==> config.mk <==
export PLATFORM = sky130hd
export DESIGN_NAME = freq_solver
export DESIGN_NICKNAME = d
export VERILOG_FILES = /design/src/rtl/freq_solver_pkg.sv /design/src/rtl/fs_divider.sv /design/src/rtl/fs_search.sv /design/src/rtl/freq_solver.sv
export SDC_FILE = /design/constraint.sdc
export NUM_CORES = 1
export LEC_CHECK = 0
export CELL_PAD_IN_SITES_DETAIL_PLACEMENT = 0
export CELL_PAD_IN_SITES_GLOBAL_PLACEMENT = 1
export CORE_MARGIN = 4
export CORE_UTILIZATION = 46
export CTS_BUF_LIST = sky130_fd_sc_hd__clkbuf_8 sky130_fd_sc_hd__clkbuf_16
export DETAILED_ROUTE_END_ITERATION = 8
export DONT_BUFFER_PORTS = 1
export GPL_ROUTABILITY_DRIVEN = 1
export PLACE_DENSITY_LB_ADDON = 0.15
export SETUP_SLACK_MARGIN = 0.05
export SYNTH_ARGS = -nofsm -noshare
export SYNTH_HDL_FRONTEND = slang
export SYNTH_HIERARCHICAL = 1
export SYNTH_SLANG_ARGS = --single-unit
export TNS_END_PERCENT = 1
==> constraint.sdc <==
create_clock -name clk_i -period 2.85 [get_ports clk_i]
set_input_delay 0.57 -clock clk_i [delete_from_list [all_inputs] [get_ports clk_i]]
set_output_delay 0.57 -clock clk_i [all_outputs]
set_load 0.005 [all_outputs]
==> src/rtl/freq_solver_pkg.sv <==
package freq_solver_pkg;
  typedef enum logic [1:0] {
    FS_IDLE = 2'd0,
    FS_DIV  = 2'd1,
    FS_SCAN = 2'd2,
    FS_FIN  = 2'd3
  } fs_state_e;
endpackage

==> src/rtl/fs_divider.sv <==
module fs_divider #(
  parameter int DW = 32
) (
  input  logic          clk_i,
  input  logic          rst_ni,
  input  logic          start_i,
  input  logic [DW-1:0] num_i,
  input  logic [DW-1:0] den_i,
  output logic          busy_o,
  output logic          done_o,
  output logic [DW-1:0] quot_o
);
  localparam int CW = $clog2(DW + 1);

  logic [DW-1:0] rem_q, quo_q, dvs_q;
  logic [CW-1:0] cnt_q;
  logic [DW:0]   shl, diff;
  logic          fits;

  assign shl  = {rem_q, quo_q[DW-1]};
  assign diff = shl - {1'b0, dvs_q};
  assign fits = ~diff[DW];

  always_ff @(posedge clk_i or negedge rst_ni) begin
    if (!rst_ni) begin
      rem_q  <= '0;
      quo_q  <= '0;
      dvs_q  <= '0;
      cnt_q  <= '0;
      done_o <= 1'b0;
    end else begin
      done_o <= 1'b0;
      if (start_i && cnt_q == '0) begin
        rem_q <= '0;
        quo_q <= num_i;
        dvs_q <= den_i;
        cnt_q <= CW'(DW);
      end else if (cnt_q != '0) begin
        rem_q  <= fits ? diff[DW-1:0] : shl[DW-1:0];
        quo_q  <= {quo_q[DW-2:0], fits};
        cnt_q  <= cnt_q - 1'b1;
        done_o <= (cnt_q == CW'(1));
      end
    end
  end

  assign busy_o = (cnt_q != '0);
  assign quot_o = quo_q;

  // restart while running would corrupt the partial quotient
  p_no_restart_r6: assert property (@(posedge clk_i) disable iff (!rst_ni)
    busy_o |-> !start_i);
  p_rem_bound_r1: assert property (@(posedge clk_i) disable iff (!rst_ni)
    busy_o |-> rem_q < dvs_q);
  p_done_after_busy_r8: assert property (@(posedge clk_i) disable iff (!rst_ni)
    done_o |-> $past(busy_o));
endmodule

==> src/rtl/fs_search.sv <==
module fs_search
  import freq_solver_pkg::*;
#(
  parameter int CLK_W     = 32,
  parameter int IVL_W     = 16,
  parameter int PSC_CODES = 16,
  parameter int PSC_W     = 8,
  parameter int MIN_RATIO = 4
) (
  input  logic             clk_i,
  input  logic             rst_ni,
  input  logic             start_i,
  input  logic             div_done_i,
  input  logic [CLK_W-1:0] ratio_i,
  output logic             div_start_o,
  output logic             busy_o,
  output logic             done_o,
  output logic [IVL_W-1:0] interval_o,
  output logic [PSC_W-1:0] psc_o
);
  localparam logic [PSC_W-1:0] PSC_OFF  = PSC_W'(PSC_CODES);
  localparam logic [PSC_W-1:0] PSC_LAST = PSC_W'(PSC_CODES - 1);
  localparam logic [PSC_W-1:0] PSC_FAIL = '1;
  localparam logic [IVL_W-1:0] IVL_FAIL = '1;
  localparam bit EXHAUST_OK = (CLK_W > IVL_W + PSC_CODES);

  fs_state_e state_q, state_d;
  logic [CLK_W-1:0] shv_q, shv_d;
  logic [PSC_W-1:0] code_q, code_d;
  logic [IVL_W-1:0] ivl_d;
  logic [PSC_W-1:0] psc_d;
  logic             load_res;
  logic             ratio_fits, shv_fits, ratio_low, last_code;

  assign ratio_fits = (ratio_i[CLK_W-1:IVL_W] == '0);
  assign shv_fits   = (shv_q[CLK_W-1:IVL_W] == '0);
  assign ratio_low  = (ratio_i < CLK_W'(MIN_RATIO));

  generate
    if (EXHAUST_OK) begin : g_exhaust
      assign last_code = (code_q == PSC_LAST);
    end else begin : g_no_exhaust
      assign last_code = 1'b0;
    end
  endgenerate

  always_comb begin
    state_d  = state_q;
    shv_d    = shv_q;
    code_d   = code_q;
    ivl_d    = interval_o;
    psc_d    = psc_o;
    load_res = 1'b0;
    unique case (state_q)
      FS_IDLE: if (start_i) state_d = FS_DIV;
      FS_DIV: if (div_done_i) begin
        if (ratio_low) begin
          ivl_d = IVL_FAIL; psc_d = PSC_FAIL; load_res = 1'b1;
          state_d = FS_FIN;
        end else if (ratio_fits) begin
          ivl_d = ratio_i[IVL_W-1:0]; psc_d = PSC_OFF; load_res = 1'b1;
          state_d = FS_FIN;
        end else begin
          shv_d   = ratio_i >> 1;
          code_d  = '0;
          state_d = FS_SCAN;
        end
      end
      FS_SCAN: begin
        if (shv_fits) begin
          ivl_d = shv_q[IVL_W-1:0]; psc_d = code_q; load_res = 1'b1;
          state_d = FS_FIN;
        end else if (last_code) begin
          ivl_d = IVL_FAIL; psc_d = PSC_FAIL; load_res = 1'b1;
          state_d = FS_FIN;
        end else begin
          shv_d  = shv_q >> 1;
          code_d = code_q + 1'b1;
        end
      end
      FS_FIN: state_d = FS_IDLE;
      default: state_d = FS_IDLE;
    endcase
  end

  always_ff @(posedge clk_i or negedge rst_ni) begin
    if (!rst_ni) begin
      state_q    <= FS_IDLE;
      shv_q      <= '0;
      code_q     <= '0;
      interval_o <= '0;
      psc_o      <= '0;
    end else begin
      state_q <= state_d;
      shv_q   <= shv_d;
      code_q  <= code_d;
      if (load_res) begin
        interval_o <= ivl_d;
        psc_o      <= psc_d;
      end
    end
  end

  assign div_start_o = start_i && (state_q == FS_IDLE);
  assign busy_o      = (state_q == FS_DIV) || (state_q == FS_SCAN);
  assign done_o      = (state_q == FS_FIN);

  p_done_pulse_r5: assert property (@(posedge clk_i) disable iff (!rst_ni)
    done_o |=> !done_o);
  p_hold_r7: assert property (@(posedge clk_i) disable iff (!rst_ni)
    !done_o |-> $stable({interval_o, psc_o}));
  p_psc_range_r3: assert property (@(posedge clk_i) disable iff (!rst_ni)
    done_o |-> (psc_o <= PSC_OFF) || (psc_o == PSC_FAIL));
  p_fail_pair_r2: assert property (@(posedge clk_i) disable iff (!rst_ni)
    (done_o && psc_o == PSC_FAIL) |-> (interval_o == IVL_FAIL));
  p_busy_done_excl_r5: assert property (@(posedge clk_i) disable iff (!rst_ni)
    !(busy_o && done_o));

  generate
    if (!EXHAUST_OK) begin : g_chk_reach
      // with these widths the last shift always fits
      p_no_exhaust_r4: assert property (@(posedge clk_i) disable iff (!rst_ni)
        (state_q == FS_SCAN && code_q == PSC_LAST) |-> shv_fits);
    end
  endgenerate
endmodule

==> src/rtl/freq_solver.sv <==
module freq_solver #(
  parameter int CLK_W     = 32,
  parameter int IVL_W     = 16,
  parameter int PSC_CODES = 16,
  parameter int PSC_W     = 8,
  parameter int MIN_RATIO = 4
) (
  input  logic             clk_i,
  input  logic             rst_ni,
  input  logic             start_i,
  input  logic [CLK_W-1:0] in_hz_i,
  input  logic [CLK_W-1:0] out_hz_i,
  output logic             busy_o,
  output logic             done_o,
  output logic [IVL_W-1:0] interval_o,
  output logic [PSC_W-1:0] psc_o
);
  logic             div_start, div_busy, div_done;
  logic [CLK_W-1:0] ratio;

  fs_divider #(.DW(CLK_W)) u_div (
    .clk_i   (clk_i),
    .rst_ni  (rst_ni),
    .start_i (div_start),
    .num_i   (in_hz_i),
    .den_i   (out_hz_i),
    .busy_o  (div_busy),
    .done_o  (div_done),
    .quot_o  (ratio)
  );

  fs_search #(
    .CLK_W(CLK_W), .IVL_W(IVL_W), .PSC_CODES(PSC_CODES),
    .PSC_W(PSC_W), .MIN_RATIO(MIN_RATIO)
  ) u_search (
    .clk_i       (clk_i),
    .rst_ni      (rst_ni),
    .start_i     (start_i),
    .div_done_i  (div_done),
    .ratio_i     (ratio),
    .div_start_o (div_start),
    .busy_o      (busy_o),
    .done_o      (done_o),
    .interval_o  (interval_o),
    .psc_o       (psc_o)
  );

  p_div_within_busy_r5: assert property (@(posedge clk_i) disable iff (!rst_ni)
    div_busy |-> busy_o);
endmodule

==> flow_summary.json <==
{
  "worstPathArrival_ps": 3240,
  "tightest_slew_ps": 1180,
  "drt_first_pass_iters": 5,
  "skew_ps": 11.8,
  "hold_viol": 168,
  "ys_types": 68,
  "topRoutingLayerUsed": "met4",
  "cpMostUsedCell": "buf_12",
  "cts_tree": "yes",
  "path_cells": "inv_1 -> ha_2 -> inv_2 -> fa_2 -> a211o_1 -> a211oi_2 -> o32a_2 -> a2111oi_4 -> nor4_4 -> buf_6 -> xnor2_4 -> buf_12 -> buf_12 -> nand3b_1 -> a31oi_1",
  "seq_area_frac_synth_pct": 42.7,
  "vdd_drop_max_uv": 377,
  "wl_per_cell_um": 17.3,
  "drive_gt1_share_pct": 23.4,
  "finalSetupViolCount": 18,
  "synth_seq_cells": 168,
  "fin_area_um2": 11300,
  "yosys_warnings": 6,
  "clk_pin_slew_worst_paths_ps": 70,
  "slowest_delay_ps": 380,
  "share_clk_of_total_power_pct": 47.6,
  "final_util_pct": 53.8,
  "fp.coreArea_um2": 21000,
  "synthCells": 975,
  "syn_to_final_growth_pct": 14.8,
  "syn-num-nets": 1083,
  "grt-ovfl-total": 0,
  "cts_made_buffers": 17,
  "rows": 53,
  "netSwitchingPower_mw": 1.17,
  "worstReg2RegEnd": "u_div/rem_q[3]$_DFFE_PN0P_",
  "netlist.area_leader.share_pct": 42.7,
  "dr_wl_met3_um": 772,
  "reg2reg_from": "u_div/quot_o[31]$_DFFE_PN0P_",
  "maxSlewViolCount": 0,
  "outcome": "finished with violations",
  "swShare_pct": 24.3,
  "die_y_um": 154,
  "n_antenna_cell": 0,
  "fill_cells": 1945,
  "post-synth-top-count-cell": "dfrtp_1",
  "die-area_um2": 23800,
  "hpwl_um": 16300,
  "final_cells": 1317,
  "clk_latency_ps": 430,
  "yosys-top-cells-area": "dfrtp_1 (43%), mux2_2 (8.2%), ha_1 (5.1%)",
  "grt_pass1_vias": 7464,
  "comb_power_share_pct": 2.6,
  "fin_worst_hold_slack_ps": -170,
  "synth_edf_count": 0,
  "worstPathMaxFanout": 5,
  "synth.cell_area_um2": 9850,
  "nNetsFinal": 1137,
  "htreeDepth": 4,
  "start_util_pct": 46.9,
  "power_mw": 4.80,
  "ff2ff_setup_slack_ps": -40,
  "fin_ws_ps": -44.2,
  "yosys-top-cells-count": "dfrtp_1 (168), nand2_1 (109), mux2_2 (72)",
  "root_buffer": "clkbuf_16",
  "die_w_um": 154,
  "dr_wl_met2_um": 11000,
  "required_ps": 3200,
  "finalSetupTns_ps": -413,
  "grtUsageTotal_pct": 19.8,
  "pin_count": 93,
  "path_class": "reg -> reg",
  "cts_sinks": 168,
  "power-per-cell-area_nw_per_um2": 424,
  "critPathLaunchType": "register",
  "place.port_buffers": 0,
  "fin_crit_ps": 2890,
  "postSynth.asyncResetShare_pct": 100,
  "maxCapViolCount": 0,
  "wirelength_um": 22800,
  "synth_largest_area_cell": "dfrtp_1",
  "ant_nets": 0,
  "antenna_found_initial": 0,
  "wl_met1_um": 10900,
  "end_kind": "register",
  "finalWeightedCongestion": 0.864,
  "synth_ff_type": "dfrtp_1",
  "vias_per_cell": 5.58,
  "p_int_mw": 3.63,
  "syn_area_per_cell_um2": 10.1,
  "fmax_mhz": 346,
  "finalCritPeriodShare_pct": 102,
  "route.vias.total": 7355,
  "grt_max_degree": 169,
  "relSlewSlack_pct": 20.9,
  "slowest_stage": "dfrtp_1",
  "dp_cells": 1279,
  "violations": "negative hold slack, negative setup slack",
  "place_area_um2": 10600,
  "rr_worst_depth": 15,
  "first_iter_violations": 403,
  "drcViolationCount": 0,
  "clock_path_buffers": 2,
  "grt_pass1_wl_um": 38700,
  "pre_cts_slack_ps": -215,
  "power_frac_seq_pct": 49.8,
  "rsz0062_at_grt": "true",
  "hp-class": "in -> async",
  "p_leak_nw": 4.77
}
==> cell type report <==
type                            instances  area, um^2  area share (%)
Sequential cell                       168        4200            37.2
Multi-Input combinational cell        704        5240            46.3
Clock buffer                           17         425            3.76
Tap cell                              275         344            3.04
Timing Repair Buffer                   84         739            6.54
Clock inverter                         15         155            1.37
Inverter                               54         204            1.80
==> cells by family after synthesis <==
kind of cell	after synthesis	synth area share [%]
AO/OA/AOI/OAI	248	16.8
XOR/XNOR	29	2.73
adder cells (fa/ha/maj)	41	5.28
buffers and inverters	103	4.72
flip-flops	168	42.7
multiplexers	124	14.3
AND/OR/NAND/NOR	262	13.4
==> flip-flops by register name, indices dropped and copies added, names as in the netlist <==
name                 cells
u_div/dvs_q             32
u_search/psc_o           8
u_search/code_q          8
u_div/rem_q             32
u_div/done_o             1
u_search/shv_q          31
u_search/interval_o     16
u_div/quot_o            32
u_div/cnt_q              6
u_search/state_q         2
==> repair_timing <==
item                                    in CTS  in global routing
endpoints found under the hold margin      168                168
resized for setup                           11                  8
setup buffers                                4                  0
endpoints found under the setup margin      33                 33
pin swaps                                   17                 10
gates cloned                                 2                  0
==> cells in the final DEF, fill, tap and decap left out, types with 10 or more instances in the layout <==
cell and n:
xor2_1 17, a31oi_1 32, mux2_2 72, dfrtp_1 168, and3_1 12, nand3_1 27, inv_1 52, mux2i_1 36
o221a_2 14, buf_4 74, mux2_4 16, nor2_1 26, a21oi_1 62, xnor2_1 10, clkbuf_16 17, o21ai_0 63
a21o_1 14, nand2_1 108, ha_1 39, nand2b_1 33
==> power by group through the flow <==
stage	sequential, mW	combinational [mW]	clock (mW)
after floorplan	2.44	0.107	0
final	2.39	0.125	2.28
after detailed placement	2.44	0.126	0
after CTS	2.39	0.126	2.36
after global placement	2.44	0.122	0
after global routing	2.39	0.141	2.46
==> metal layers <==
metal / up-vias / global-route usage, %
li1: 3637 / -
met1: 3550 / 27.6
met2: 149 / 32.6
met3: 19 / 3.25
met4: 0 / 4.50
met5: - / 0
==> worst max-delay path: cells and delay by family (launching register included) <==
kind,cells,cell delay [ps]
AOI/OAI and AO/OA,5,1010
xor gates and xnor gates,1,160
adders and majority gates,2,520
buffers and inverters,5,530
DFF,1,380
and+or+nand+nor,2,220
==> worst max-delay path by stage <==
stage                                             from                     endpoint  slack, ps  depth (start not counted)
after global routing      u_div/quot_o[31]$_DFFE_PN0P_  u_div/rem_q[15]$_DFFE_PN0P_       -260                         15
after floorplan           u_div/quot_o[31]$_DFFE_PN0P_  u_div/rem_q[26]$_DFFE_PN0P_       -120                         13
after detailed placement  u_div/quot_o[31]$_DFFE_PN0P_   u_div/rem_q[3]$_DFFE_PN0P_       -220                         14
after global placement    u_div/quot_o[31]$_DFFE_PN0P_   u_div/rem_q[3]$_DFFE_PN0P_       -140                         14
final                     u_div/quot_o[31]$_DFFE_PN0P_   u_div/rem_q[3]$_DFFE_PN0P_        -40                         15
after CTS                 u_div/quot_o[31]$_DFFE_PN0P_   u_div/rem_q[3]$_DFFE_PN0P_       -160                         15
(Power assumes the default switching activity.)
